<file path="config.mk">
export PLATFORM = sky130hd
export DESIGN_NAME = i2c_scl_gen
export DESIGN_NICKNAME = d
export VERILOG_FILES = /design/src/rtl/i2c_scl_gen.sv
export SDC_FILE = /design/constraint.sdc
export NUM_CORES = 1
export LEC_CHECK = 0
export ABC_CLOCK_PERIOD_IN_PS = 4150
export BUFFER_PORTS_ARGS = -buffer_cell sky130_fd_sc_hd__buf_2
export CORE_MARGIN = 1.5
export CORE_UTILIZATION = 25
export CTS_CLUSTER_DIAMETER = 50
export DETAILED_ROUTE_END_ITERATION = 10
export PLACE_DENSITY_LB_ADDON = 0.25
export SETUP_SLACK_MARGIN = 0.2
export SLEW_MARGIN = 10
export SYNTH_ARGS = -nofsm -noshare
export SYNTH_HDL_FRONTEND = slang
export SYNTH_SLANG_ARGS = --single-unit
</file>
<file path="constraint.sdc">
create_clock -name clk -period 4.15 [get_ports clk]
set_input_delay 0.2075 -clock clk [delete_from_list [all_inputs] [get_ports clk]]
set_output_delay 0.2075 -clock clk [all_outputs]
set_load 0.1 [all_outputs]
</file>
<file path="src/rtl/i2c_scl_gen.sv">
module i2c_scl_gen #(
  parameter int BAUD_W = 8
) (
  input  logic              clk,
  input  logic              rst_n,
  input  logic              en,
  input  logic [BAUD_W-1:0] baud,
  input  logic [1:0]        mode,
  input  logic              scl_in,
  output logic              scl_drive_low,
  output logic              rel_stb,
  output logic              hi_chk_stb,
  output logic              drv_low_stb,
  output logic              lo_chk_stb,
  output logic              stretch,
  output logic              err
);

  localparam int CW = 4;
  localparam logic [CW-1:0] WAIT_M2 = CW'(3);
  localparam logic [CW-1:0] LOW_M2  = CW'(8);

  typedef enum logic [2:0] {PH_REL, PH_WAIT, PH_HCHK, PH_DRV, PH_LCHK} ph_t;

  ph_t               ph;
  logic [BAUD_W-1:0] pcnt, baud_q;
  logic [1:0]        mode_q;
  logic [CW-1:0]     cnt, hcnt, need_hi;
  logic              stretched;

  wire tick      = en && (pcnt == baud_q);
  wire long_form = mode_q == 2'd2;
  wire [1:0] mode_n = (mode == 2'd3) ? 2'd2 : mode;

  assign rel_stb     = tick && ph == PH_REL;
  assign hi_chk_stb  = tick && ph == PH_HCHK;
  assign drv_low_stb = tick && ph == PH_DRV;
  assign lo_chk_stb  = tick && ph == PH_LCHK;

  always_comb begin
    case (mode_q)
      2'd0:    need_hi = stretched ? CW'(3) : CW'(2);
      2'd1:    need_hi = stretched ? CW'(2) : CW'(1);
      default: need_hi = stretched ? CW'(7) : CW'(1);
    endcase
  end

  always_ff @(posedge clk or negedge rst_n) begin
    if (!rst_n) begin
      ph            <= PH_REL;
      pcnt          <= '0;
      baud_q        <= '0;
      mode_q        <= '0;
      cnt           <= '0;
      hcnt          <= '0;
      stretched     <= 1'b0;
      stretch       <= 1'b0;
      err           <= 1'b0;
      scl_drive_low <= 1'b0;
    end else if (!en) begin
      ph            <= PH_REL;
      pcnt          <= '0;
      baud_q        <= baud;
      mode_q        <= mode_n;
      cnt           <= '0;
      hcnt          <= '0;
      stretched     <= 1'b0;
      stretch       <= 1'b0;
      err           <= 1'b0;
      scl_drive_low <= 1'b0;
    end else begin
      pcnt <= tick ? '0 : pcnt + 1'b1;
      if (tick) begin
        case (ph)
          PH_REL: begin
            scl_drive_low <= 1'b0;
            hcnt          <= '0;
            cnt           <= WAIT_M2;
            ph            <= long_form ? PH_WAIT : PH_HCHK;
          end
          PH_WAIT: begin
            if (cnt == '0) ph <= PH_HCHK;
            else           cnt <= cnt - 1'b1;
          end
          PH_HCHK: begin
            if (scl_in) begin
              stretch <= 1'b0;
              if (hcnt + 1'b1 >= need_hi) begin
                hcnt <= '0;
                ph   <= PH_DRV;
              end else begin
                hcnt <= hcnt + 1'b1;
              end
            end else begin
              stretch   <= 1'b1;
              stretched <= 1'b1;
              hcnt      <= '0;
            end
          end
          PH_DRV: begin
            scl_drive_low <= 1'b1;
            cnt           <= long_form ? LOW_M2 : '0;
            ph            <= PH_LCHK;
          end
          PH_LCHK: begin
            if (scl_in) err <= 1'b1;
            if (cnt == '0) begin
              ph        <= PH_REL;
              stretched <= 1'b0;
              baud_q    <= baud;
              mode_q    <= mode_n;
            end else begin
              cnt <= cnt - 1'b1;
            end
          end
          default: ph <= PH_REL;
        endcase
      end
    end
  end

endmodule

</file>
### Word-level counts from Yosys, hierarchy flattened

Index checks and enable logic that the tools add are counted.

* register bits after elaboration: 33
* bits in latches: 0
* bits in writable memories: 0
* ROM bits: 0
* bits of input ports: 14
* output and inout port bits: 7
* logic and storage cells: 103
* memories kept: 0

* add/sub/neg operators: 3
* multiply operators: 0
* divide/modulo/power cells: 0
* $lt $le $gt $ge: 1
* equal/unequal tests: 23
* shift-type cells: 0
* mux-type cells: 49
* bitwise operators: 0
* reductions and logical operators: 17

Operators by type and width (count)
* $mux 8: 6
* $mux 4: 8
* $mux 3: 7
* $mux 1: 15
* $pmux 3 s5: 1
* $mux 2: 7
* $ne 3x3->1 const B: 4
* $pmux 4 s3: 1
* $ne 2x1->1 const B: 5
* $ne 3x1->1 const B: 3
* $reduce_and 3->1: 3
* $add 8x1->8 const B: 1
* $eq 8x8->1: 1
* $pmux 4 s2: 1
* $eq 3x2->1 const B: 2
* $ne 3x2->1 const B: 2
* $pmux 3 s2: 1
* $reduce_and 2->1: 3
* $logic_and 1x1->1: 5
* $reduce_and 5->1: 1
* $add 4x1->4 const B: 1
* $eq 2x2->1 const B: 2
* $ge 4x4->1: 1
* $logic_not 4->1: 1
* other kinds (10): 11

### Depth between registers and ports, before layout

Gate-level depths: netlist of the first run.

* word-level depth: 8
* gate-level depth with buffers: 8
* depth with buffers taken out: 8

### Least setup slack after synthesis of the first run

Ideal clock, no wire load.

* path kind: register to output
* from: register pcnt[5]
* to: output port lo_chk_stb
* arrival: 3.218 ns
* data required time: 3.943 ns
* setup slack: 0.725 ns
* stages on the path, launching flop included: 5
* buffers on the path: 0
* cells stage by stage: dfrtp_1 -> xnor2_1 -> and4_1 -> nand2_1 -> nor3b_1

* word-level cells in the longest chain between the ends: 3

Ends and longest elaborated chain
* start, declared: RTL line 26 `logic [BAUD_W-1:0] pcnt, baud_q;`
* start signal, assigned: RTL line 72 `pcnt <= tick ? '0 : pcnt + 1'b1;`
* $eq 8x8->1: RTL line 31 `wire tick = en && (pcnt == baud_q);`
* $logic_and 1x1->1: RTL line 31
* $logic_and 1x1->1: RTL line 38 `assign lo_chk_stb = tick && ph == PH_LCHK;`
* end, declared: RTL line 14 `output logic lo_chk_stb,`

No other way between the ends.

### Final worst setup path of the first run

* from: register ph[0]
* to: register baud_q[1]

* word-level cells in the longest chain between the ends: 3

Ends and longest elaborated chain
* start, declared: RTL line 25 `ph_t ph;`
* start signal, assigned: RTL line 79 `ph <= long_form ? PH_WAIT : PH_HCHK;`
* $eq 3x3->1: RTL line 74 `case (ph)`
* $ne 2x1->1 (no source line)
* $reduce_and 3->1 (no source line)
* end signal, assigned: RTL line 63 `baud_q <= baud;`
* end signal, assigned: RTL line 110 `baud_q <= baud;`
* end, declared: RTL line 26

No other way between the ends.
A chain may end at the register's enable or synchronous reset.

==> impl_metrics.toml, run 1 <==
[timing]
max_clock_freq_mhz = 383
finalSetupViolations = 0
max_transition_viols_final = 0
timing.final.ws_setup_ns = 1.54
maxSlewHeadroom = 0.307
rsz_0062_raised_after_global_routing = "false"
layout_min_cycle_time_ns = 2.61
clock_skew_ns = 0.00871
hold_viol_final = 7
timing_worst_slew_pin_value_ns = 1.03
finalHoldWorstSlack_ns = -0.00743
fin_tns_setup_ns = 0
post-route-period-util = 0.629

[floorplan]
rows = 31
die_h_um = 89.4
core-area_um2 = 7250
start_util = 0.258
fp.dieArea_um2 = 8000
die-width_um = 89.4
num_io_pins = 21

[cells_and_area]
post_route_cells_drive_above_1_share = 0.197
post-route-util = 0.296
diodes = 0
fillCellCount = 767
final_area_um2 = 2150
layout-area-overhead-vs-synth_pct = 15.0
number_of_standard_cells_in_the_final_layout_excluding_fillers = 307
total_nets_final = 229

[logic_synthesis]
synth_area_per_cell_um2 = 10.0
post_synth_mux_area_share = 0.0743
post_synth_instance_area_um2 = 1870
postSynth.topFlopCell = "sky130_fd_sc_hd__dfrtp_1"
synth.yosys.warnings = 0
yosys.area_share.xor_xnor = 0.0797
synth_fp_nets = 207
synth_top_family_by_area = "simple AND/OR/NAND/NOR gates"
synth_area_leader_cell = "sky130_fd_sc_hd__dfrtp_1"
yosysUniqueCellTypes = 44
synth_sequential_area_ratio = 0.442
postSynthRegisterBits = 33
post_synth_and_or_nand_nor_area_fraction = 0.212
synth-compound-area-share = 0.109
synth_instances = 186
synth-adder-area-share = 0.0469
synthTopCellsByArea = "sky130_fd_sc_hd__dfrtp_1 (44%), sky130_fd_sc_hd__xnor2_1 (6.6%), sky130_fd_sc_hd__mux2_2 (4.8%)"
number_of_flops_mapped_to_enable_cells_by_yosys = 0
yosysTopAreaCellShare = 0.442
ys_async_sr_fraction = 1.00

[drt]
firstDrtPassIters = 4
wire_per_inst_um = 12.9
highest-signal-layer = "met4"
dr_total_vias = 1388
postRouteWirelength_mm = 3.97
antenna_violating_nets_post_route = 0
drt-vias-per-instance = 4.52
wirelength_met1_mm = 1.97
drcViolationCount = 0
first_iter_violations = 67
wl_met3_um = 101
met2_length_mm = 1.84

[placement]
dp.final_hpwl_mm = 2.87
placedCellCount = 300
preCtsSetupSlack_ns = 1.51
numPortBuffers = 20
area_post_placement_um2 = 2060
gp_congestion = 0.722

[pwr]
power.density_cell_area_nw_per_um2 = 376
vdd_drop_max_uv = 177
totalPowerFinal_uw = 809
p_leak_nw = 0.905

[worst_setup_path]
critPathKind = "reg2reg"
worst_setup_path_start_kind = "flop"
worst_ep_arrival_time_ns = 2.78
cp_max_fo = 16
endpoint_kind_of_the_worst_setup_timing_path = "flop"
cp_data_required_time_ns = 4.32

[clock_network]
root_buffer = "sky130_fd_sc_hd__clkbuf_8"
cts.path.max_buffers = 2
cts_tree = "yes"
cts_setup_buffers = 0
clk-insertion-delay-late_ns = 0.29
clkSinkCount = 33
cts_buffers = 5
htree_levels = 2
path_clk_slew_ns = 0.07
ctsResizeCount = 0
cts-hold-fix-buffers = 0

[global_routing]
grtUsageTotal = 0.114
grt_start_max_net_pins = 34
antenna_violations_before_repair = 0
overflow = 0
grt_pass1_vias = 1367
grt_pass1_wl_mm = 6.82

[worst_hold_path]
timing.hold.worst.class = "in2async"

[flow_run]
drv_cap = 0

[run_status]
status = "finished with violations"
violations_in_the_final_reports = "negative hold slack"
==> sequential cells by signal, summed over array words and instances, names as in the netlist <==
| name | count |
|---|---|
| stretch | 1 |
| ph | 3 |
| scl_drive_low | 1 |
| cnt | 4 |
| mode_q | 2 |
| stretched | 1 |
| err | 1 |
| hcnt | 4 |
| pcnt | 8 |
| baud_q | 8 |
==> final cells by class <==
type / count / area [µm²] / share of cell area
Clock buffer: 7 / 86.3 / 0.0402
Inverter: 10 / 37.5 / 0.0175
Multi-Input combinational cell: 138 / 975 / 0.454
Sequential cell: 33 / 826 / 0.384
Tap cell: 99 / 124 / 0.0577
Timing Repair Buffer: 20 / 100 / 0.0466
==> layout by cell type (no fill, tap or decap), types with 2 or more instances in the layout <==
cell type                  count
sky130_fd_sc_hd__nand3_1      10
sky130_fd_sc_hd__mux2_2        8
sky130_fd_sc_hd__ha_1          7
sky130_fd_sc_hd__mux2_1        3
sky130_fd_sc_hd__nand2_1       9
sky130_fd_sc_hd__nand2b_1      5
sky130_fd_sc_hd__a21oi_1       6
sky130_fd_sc_hd__inv_1        10
sky130_fd_sc_hd__xnor2_1      14
sky130_fd_sc_hd__nor3b_1       3
sky130_fd_sc_hd__xor2_1        3
sky130_fd_sc_hd__dfrtp_1      33
sky130_fd_sc_hd__a211o_1       2
sky130_fd_sc_hd__nor2b_1       4
sky130_fd_sc_hd__or3_1         2
sky130_fd_sc_hd__nor2_1       21
sky130_fd_sc_hd__nor3_1        2
sky130_fd_sc_hd__and4_1        3
sky130_fd_sc_hd__nand4_1       4
sky130_fd_sc_hd__buf_2        20
sky130_fd_sc_hd__and3_1        3
sky130_fd_sc_hd__clkbuf_8      6
sky130_fd_sc_hd__o21ai_0       9
==> per-layer routing <==
| metal | vias up | GRT usage |
|---|---|---|
| li1 | 707 | - |
| met1 | 654 | 0.154 |
| met2 | 20 | 0.177 |
| met3 | 7 | 0.0277 |
| met4 | 0 | 0.0378 |
| met5 | - | 0 |
==> power by group <==
part | total (mW) | internal [mW] | switching (mW)
combinational | 0.162 | 0.0797 | 0.0827
clock | 0.248 | 0.132 | 0.116
sequential | 0.398 | 0.344 | 0.0538
==> synth_stat cells, types with 4 or more instances <==
master and instances:
sky130_fd_sc_hd__dfrtp_1 33, sky130_fd_sc_hd__nor2_1 21, sky130_fd_sc_hd__xnor2_1 14, sky130_fd_sc_hd__inv_1 10, sky130_fd_sc_hd__nand3_1 10, sky130_fd_sc_hd__nand2_1 9
sky130_fd_sc_hd__o21ai_0 9, sky130_fd_sc_hd__mux2_2 8, sky130_fd_sc_hd__ha_1 7, sky130_fd_sc_hd__a21oi_1 6, sky130_fd_sc_hd__nand2b_1 5, sky130_fd_sc_hd__nand4_1 4
sky130_fd_sc_hd__nor2b_1 4
==> critical path: stages, from the launching register on <==
cell and delay (ns):
sky130_fd_sc_hd__dfrtp_1 0.58, sky130_fd_sc_hd__nor3b_1 0.56, sky130_fd_sc_hd__nand2_1 0.10, sky130_fd_sc_hd__o21ai_1 0.82
sky130_fd_sc_hd__mux2_2 0.42
==> worst paths after layout <==
path                            cells past startpoint               endpoint  slack [ns]               from
worst max-delay path                                4  baud_q[1]$_DFFE_PN0P_        1.54  ph[0]$_DFFE_PN0P_
worst min-delay path                                1     cnt[0]$_DFFE_PN0P_      -0.007              rst_n
worst max register to register                      4  baud_q[1]$_DFFE_PN0P_        1.54  ph[0]$_DFFE_PN0P_
worst min register to register                      1      pcnt[0]$_DFF_PN0_        0.50  pcnt[0]$_DFF_PN0_
max in group asynchronous                           1  mode_q[1]$_DFFE_PN0P_        3.66              rst_n
min in group clk                                    2  baud_q[3]$_DFFE_PN0P_        0.14            baud[3]
==> cell families after synthesis <==
logic type               Yosys count
buffers and inverters             15
multiplexers                      12
adder cells (fa/ha/maj)            7
AND/OR/NAND/NOR                   73
AO/OA/AOI/OAI                     29
flip-flops                        33
XOR/XNOR                          17
(Power assumes the default switching activity.)
==> inputs of run 2 (changes only) <==
--- a/config.mk
+++ b/config.mk
@@ -5,7 +5,7 @@
 export SDC_FILE = /design/constraint.sdc
 export NUM_CORES = 1
 export LEC_CHECK = 0
-export ABC_CLOCK_PERIOD_IN_PS = 4150
+export ABC_CLOCK_PERIOD_IN_PS = 2600
 export BUFFER_PORTS_ARGS = -buffer_cell sky130_fd_sc_hd__buf_2
 export CORE_MARGIN = 1.5
 export CORE_UTILIZATION = 25
==> constraint.sdc (replaced) <==
create_clock -name clk -period 2.6 [get_ports clk]
set_input_delay 0.13 -clock clk [delete_from_list [all_inputs] [get_ports clk]]
set_output_delay 0.13 -clock clk [all_outputs]
set_load 0.1 [all_outputs]
==> run 2 against run 1 <==
Against the previous run:
- the flow now finishes without violations
- die area stayed put
- first-iteration DRC count rose by 46%
- global-route usage down 0.47 points
- highest routed layer unchanged
- critical path depth up 3
- clock skew down 0.0049 ns
- sequential cell count unchanged
- cell area is 2.8% higher
- routed wire length is 1.3% lower
==> impl_metrics.toml, run 2 (synthesis gave the netlist of run 1 again) <==
[run_status]
status = "completed"

[timing]
finalSetupViolations = 0
max_transition_viols_final = 0
timing_worst_slew_pin_value_ns = 0.741
maxSlewHeadroom = 0.506
hold_viol_final = 0
layout_min_cycle_time_ns = 2.23
rsz_0062_raised_after_global_routing = "false"
max_clock_freq_mhz = 448
post-route-period-util = 0.858
fin_tns_setup_ns = 0
clock_skew_ns = 0.00379

[drt]
postRouteWirelength_mm = 3.92
antenna_violating_nets_post_route = 0
first_iter_violations = 98
dr_total_vias = 1399
firstDrtPassIters = 4
drcViolationCount = 0
drt-vias-per-instance = 4.47
wire_per_inst_um = 12.5

[clock_network]
path_clk_slew_ns = 0.07
clk-insertion-delay-late_ns = 0.28
cts_setup_buffers = 0
cts.path.max_buffers = 2
htree_levels = 2
clkSinkCount = 33
cts_tree = "yes"
root_buffer = "sky130_fd_sc_hd__clkbuf_8"
cts_buffers = 5

[placement]
gp_congestion = 0.743
area_post_placement_um2 = 2110
dp.final_hpwl_mm = 2.89
numPortBuffers = 20

[flow_run]
drv_cap = 0

[global_routing]
grt_start_max_net_pins = 34
overflow = 0
grt_pass1_vias = 1373
grt_pass1_wl_mm = 6.53
grtUsageTotal = 0.109
antenna_violations_before_repair = 0

[worst_setup_path]
reg2regPathDepth = 7
timing.critical_path.slowest_stage_cell = "sky130_fd_sc_hd__or3b_2"
regToRegSetupSlack_ns = 0.37
cp_data_required_time_ns = 2.77
r2r_start = "hcnt[0]$_DFFE_PN0P_"
critical-path-max-stage-delay_ns = 0.43
startpoint = "hcnt[0]$_DFFE_PN0P_"
endpoint = "ph[0]$_DFFE_PN0P_"
endpoint_kind_of_the_worst_setup_timing_path = "flop"
cp_max_fo = 4
crit_chain = "ha_1, ha_1, or3b_2, o211ai_1, nand3_1, nand3_1, mux2_2"
worst_setup_path_start_kind = "flop"
timing.rr.end = "ph[0]$_DFFE_PN0P_"
worst_ep_arrival_time_ns = 2.40
critPathKind = "reg2reg"

[cells_and_area]
commonest_non_fill_non_tap_cells_in_the_layout = "sky130_fd_sc_hd__dfrtp_1 (33), sky130_fd_sc_hd__nor2_1 (21), sky130_fd_sc_hd__buf_2 (19)"
final_area_um2 = 2210
layout-area-overhead-vs-synth_pct = 18.2
fillCellCount = 774
post_route_cells_drive_above_1_share = 0.224
final_common_cell = "sky130_fd_sc_hd__dfrtp_1"
diodes = 0
total_nets_final = 235
largestRegisters = "baud_q (8), pcnt (8)"

[floorplan]
die_h_um = 89.4
fp.dieArea_um2 = 8000
num_io_pins = 21
rows = 31
die-width_um = 89.4
core-area_um2 = 7250
start_util = 0.258

[pwr]
totalPowerFinal_mw = 1.31
power.density_cell_area_nw_per_um2 = 592
vdd_drop_max_uv = 250
p_leak_nw = 0.936

[worst_hold_path]
timing.hold.worst.class = "in2reg"
==> run 2: critical path, delay by kind of cell (launching register included) <==
kind	cells	cell delay (ns)
AOI/OAI and AO/OA	1	0.12
muxes	1	0.34
and+or+nand+nor	3	0.70
adders and majority gates	2	0.54
DFF	1	0.42
==> run 2: cell type report <==
cell class                 count  area (µm²)  area share
clock buffer                   7        86.3      0.0391
inverter                      10        37.5      0.0170
multi-input combinational    138         985       0.446
sequential                    33         826       0.374
tap                           99         124      0.0561
timing repair buffer          26         150      0.0680
==> run 2: routing by layer <==
metal	wire [µm]	GRT usage	vias up	share of wire
met4	56	0.0378	0	0.014
met5	0	0	-	0
met3	135	0.0268	7	0.034
met2	1860	0.179	20	0.48
li1	-	-	713	-
met1	1860	0.139	659	0.48
==> run 2: power by group <==
part           internal (mW)  switching [mW]
clock network          0.210           0.186
registers              0.550          0.0544
logic                  0.141           0.166
==> run 2: worst min-delay path by stage <==
stage | from | endpoint | depth (start not counted)
global route | baud[0] | baud_q[0]$_DFFE_PN0P_ | 2
global placement | rst_n | baud_q[0]$_DFFE_PN0P_ | 1
floorplan | rst_n | baud_q[0]$_DFFE_PN0P_ | 0
detailed placement | rst_n | baud_q[0]$_DFFE_PN0P_ | 1
finish | baud[3] | baud_q[3]$_DFFE_PN0P_ | 2
CTS | baud[3] | baud_q[3]$_DFFE_PN0P_ | 2
==> run 2: stage by stage <==
stage | hold WS, ns | worst slack, ns | cells | util
floorplan | -0.166 | 0.203 | 186 | -
global placement | 0.259 | 0.409 | 305 | 0.291
detailed placement | 0.253 | 0.362 | 305 | 0.291
CTS | 0.0652 | 0.251 | 313 | 0.304
global route | 0.0765 | 0.244 | 313 | 0.304
finish | 0.0686 | 0.370 | 313 | 0.304
==> run 2: what timing repair did <==
item,CTS,global route
endpoints found under the hold margin,33,0
gates resized for setup,0,2
setup endpoints to repair,0,1
hold buffers,1,0
==> inputs of run 3 (changes only) <==
--- a/config.mk
+++ b/config.mk
@@ -7,7 +7,9 @@
 export LEC_CHECK = 0
 export ABC_CLOCK_PERIOD_IN_PS = 2600
 export BUFFER_PORTS_ARGS = -buffer_cell sky130_fd_sc_hd__buf_2
-export CORE_MARGIN = 1.5
+export CELL_PAD_IN_SITES_DETAIL_PLACEMENT = 0
+export CELL_PAD_IN_SITES_GLOBAL_PLACEMENT = 1
+export CORE_MARGIN = 10
 export CORE_UTILIZATION = 25
 export CTS_CLUSTER_DIAMETER = 50
 export DETAILED_ROUTE_END_ITERATION = 10
==> run 3 against run 2 <==
Against the previous run:
- non-clock buffer count grew 1
- sequential cell count is the same
- clock skew grew 0.0036 ns
- cell count grew 0.64%
- die area rose by 42%
- global-route usage decreased by 2.8 points
- sequential power is 2% lower
- total power up 9.5%
- largest power group unchanged
==> impl_metrics.toml, run 3 (synthesis gave the netlist of run 1 again) <==
[global_routing]
global_route.usage.met2 = 0.133
grtUsageTotal = 0.0809
grt-busiest-layer = "met2"
global_route.usage.met1 = 0.0966
grt_start_max_net_pins = 34
overflow = 0
grt_pass1_vias = 1539
grt_util_met3 = 0.0284
grt_pass1_wl_mm = 7.50
antenna_violations_before_repair = 0

[worst_setup_path]
endpoint_kind_of_the_worst_setup_timing_path = "output port"
crit_chain = "xnor2_1, and4_1, nand3_1, nor2_1, buf_2"
worst_ep_arrival_time_ns = 2.09
worst_setup_path_start_kind = "flop"
critPathKind = "reg2out"
timing.critical_path.slowest_stage_cell = "sky130_fd_sc_hd__buf_2"
cp.depth = 5
critPathBufInv = 1
reg2regPathDepth = 7
cp_data_required_time_ns = 2.47
cp_max_fo = 4
critical-path-max-stage-delay_ns = 0.45
category_of_cells_accounting_for_the_largest_share_of_critical_path_delay = "simple AND/OR/NAND/NOR gates"

[timing]
timing_worst_slew_pin_value_ns = 0.745
clock_skew_ns = 0.00734
finalSetupViolations = 0
fin_tns_setup_ns = 0
layout_min_cycle_time_ns = 2.22
max_clock_freq_mhz = 450
hold_viol_final = 0
finalHoldWorstSlack_ns = 0.0526
maxSlewHeadroom = 0.498
timing.final.ws_setup_ns = 0.376
post-route-period-util = 0.855
max_transition_viols_final = 0
rsz_0062_raised_after_global_routing = "true"

[cells_and_area]
final_common_cell = "sky130_fd_sc_hd__dfrtp_1"
diodes = 0
fillCellCount = 794
seqCellArea_um2 = 826
total_nets_final = 236
multi_input_area_um2 = 990
layout-area-overhead-vs-synth_pct = 20.6
number_of_standard_cells_in_the_final_layout_excluding_fillers = 315
post-route-util = 0.311
largestRegisters = "baud_q (8), pcnt (8)"
final_area_um2 = 2250
commonest_non_fill_non_tap_cells_in_the_layout = "sky130_fd_sc_hd__dfrtp_1 (33), sky130_fd_sc_hd__nor2_1 (21), sky130_fd_sc_hd__buf_2 (18)"
post_route_cells_drive_above_1_share = 0.241

[worst_hold_path]
timing.hold.worst.class = "in2reg"
hold_depth = 2

[drt]
drcViolationCount = 0
first_iter_violations = 70
dr_total_vias = 1426
firstDrtPassIters = 4
wire_per_inst_um = 13.6
drt-vias-per-instance = 4.53
antenna_violating_nets_post_route = 0
postRouteWirelength_mm = 4.28

[floorplan]
fp.dieArea_um2 = 11300
rows = 31
core-area_um2 = 7250
die_h_um = 106
die-width_um = 106
num_io_pins = 21
start_util = 0.258

[clock_network]
path_clk_slew_ns = 0.08
cts_setup_buffers = 0
clkSinkCount = 33
cts_tree = "yes"
cts_buffers = 5
htree_levels = 2
clk-insertion-delay-late_ns = 0.29
cts.path.max_buffers = 2
root_buffer = "sky130_fd_sc_hd__clkbuf_8"

[placement]
preCtsSetupSlack_ns = 0.363
dp.final_hpwl_mm = 3.25
placedCellCount = 306
numPortBuffers = 20
area_post_placement_um2 = 2120
gp_congestion = 0.757

[pwr]
totalPowerFinal_mw = 1.43
vdd_drop_max_uv = 303
p_leak_nw = 0.953
power.density_cell_area_nw_per_um2 = 636

[run_status]
status = "completed"

[flow_run]
drv_cap = 0
-- run 3: changes by cell type in the layout (fill, tap and decap cells not counted), sizes merged --
cell / before / now
clkinv: 0 / 1
clkinvlp: 0 / 1
buf: 25 / 24
bufinv: 0 / 1
-- run 3: repair_timing --
item | in CTS | in global routing
endpoints found under the setup margin | 0 | 3
gates resized for setup | 0 | 3
hold endpoints to repair | 33 | 0
hold buffers | 1 | 0
-- run 3: final timing paths --
path	startpoint	endpoint	slack [ns]
min	baud[3]	baud_q[3]$_DFFE_PN0P_	0.05
max reg2reg	hcnt[0]$_DFFE_PN0P_	ph[0]$_DFFE_PN0P_	0.39
max in group asynchronous	rst_n	hcnt[3]$_DFFE_PN0P_	1.68
min reg2reg	pcnt[0]$_DFF_PN0_	pcnt[0]$_DFF_PN0_	0.50
min in group asynchronous	rst_n	pcnt[2]$_DFF_PN0_	0.44
max	pcnt[6]$_DFF_PN0_	hi_chk_stb	0.38
-- run 3: worst reg2reg max path: cells and delay by family (launching register included) --
family                     cells  cell delay [ns]
adders and majority gates      2             0.54
muxes                          1             0.33
and+or+nand+nor                3             0.69
DFF                            1             0.42
AOI/OAI and AO/OA              1             0.12
-- run 3: layout make-up --
class,instances,share of cell area
Sequential cell,33,0.367
Clock inverter,3,0.0206
Multi-Input combinational cell,138,0.439
Clock buffer,5,0.0306
Timing Repair Buffer,27,0.0711
Inverter,10,0.0167
Tap cell,99,0.0550
-- run 3: per-layer routing --
| layer | wire (µm) | up-vias |
|---|---|---|
| met3 | 142 | 5 |
| li1 | - | 721 |
| met5 | 0 | - |
| met2 | 2110 | 14 |
| met1 | 1970 | 686 |
| met4 | 57 | 0 |
-- run 3: power breakdown --
group          total (mW)  internal, mW  switching (mW)
Clock               0.501         0.287           0.214
Combinational       0.337         0.152           0.186
Sequential          0.594         0.550          0.0436
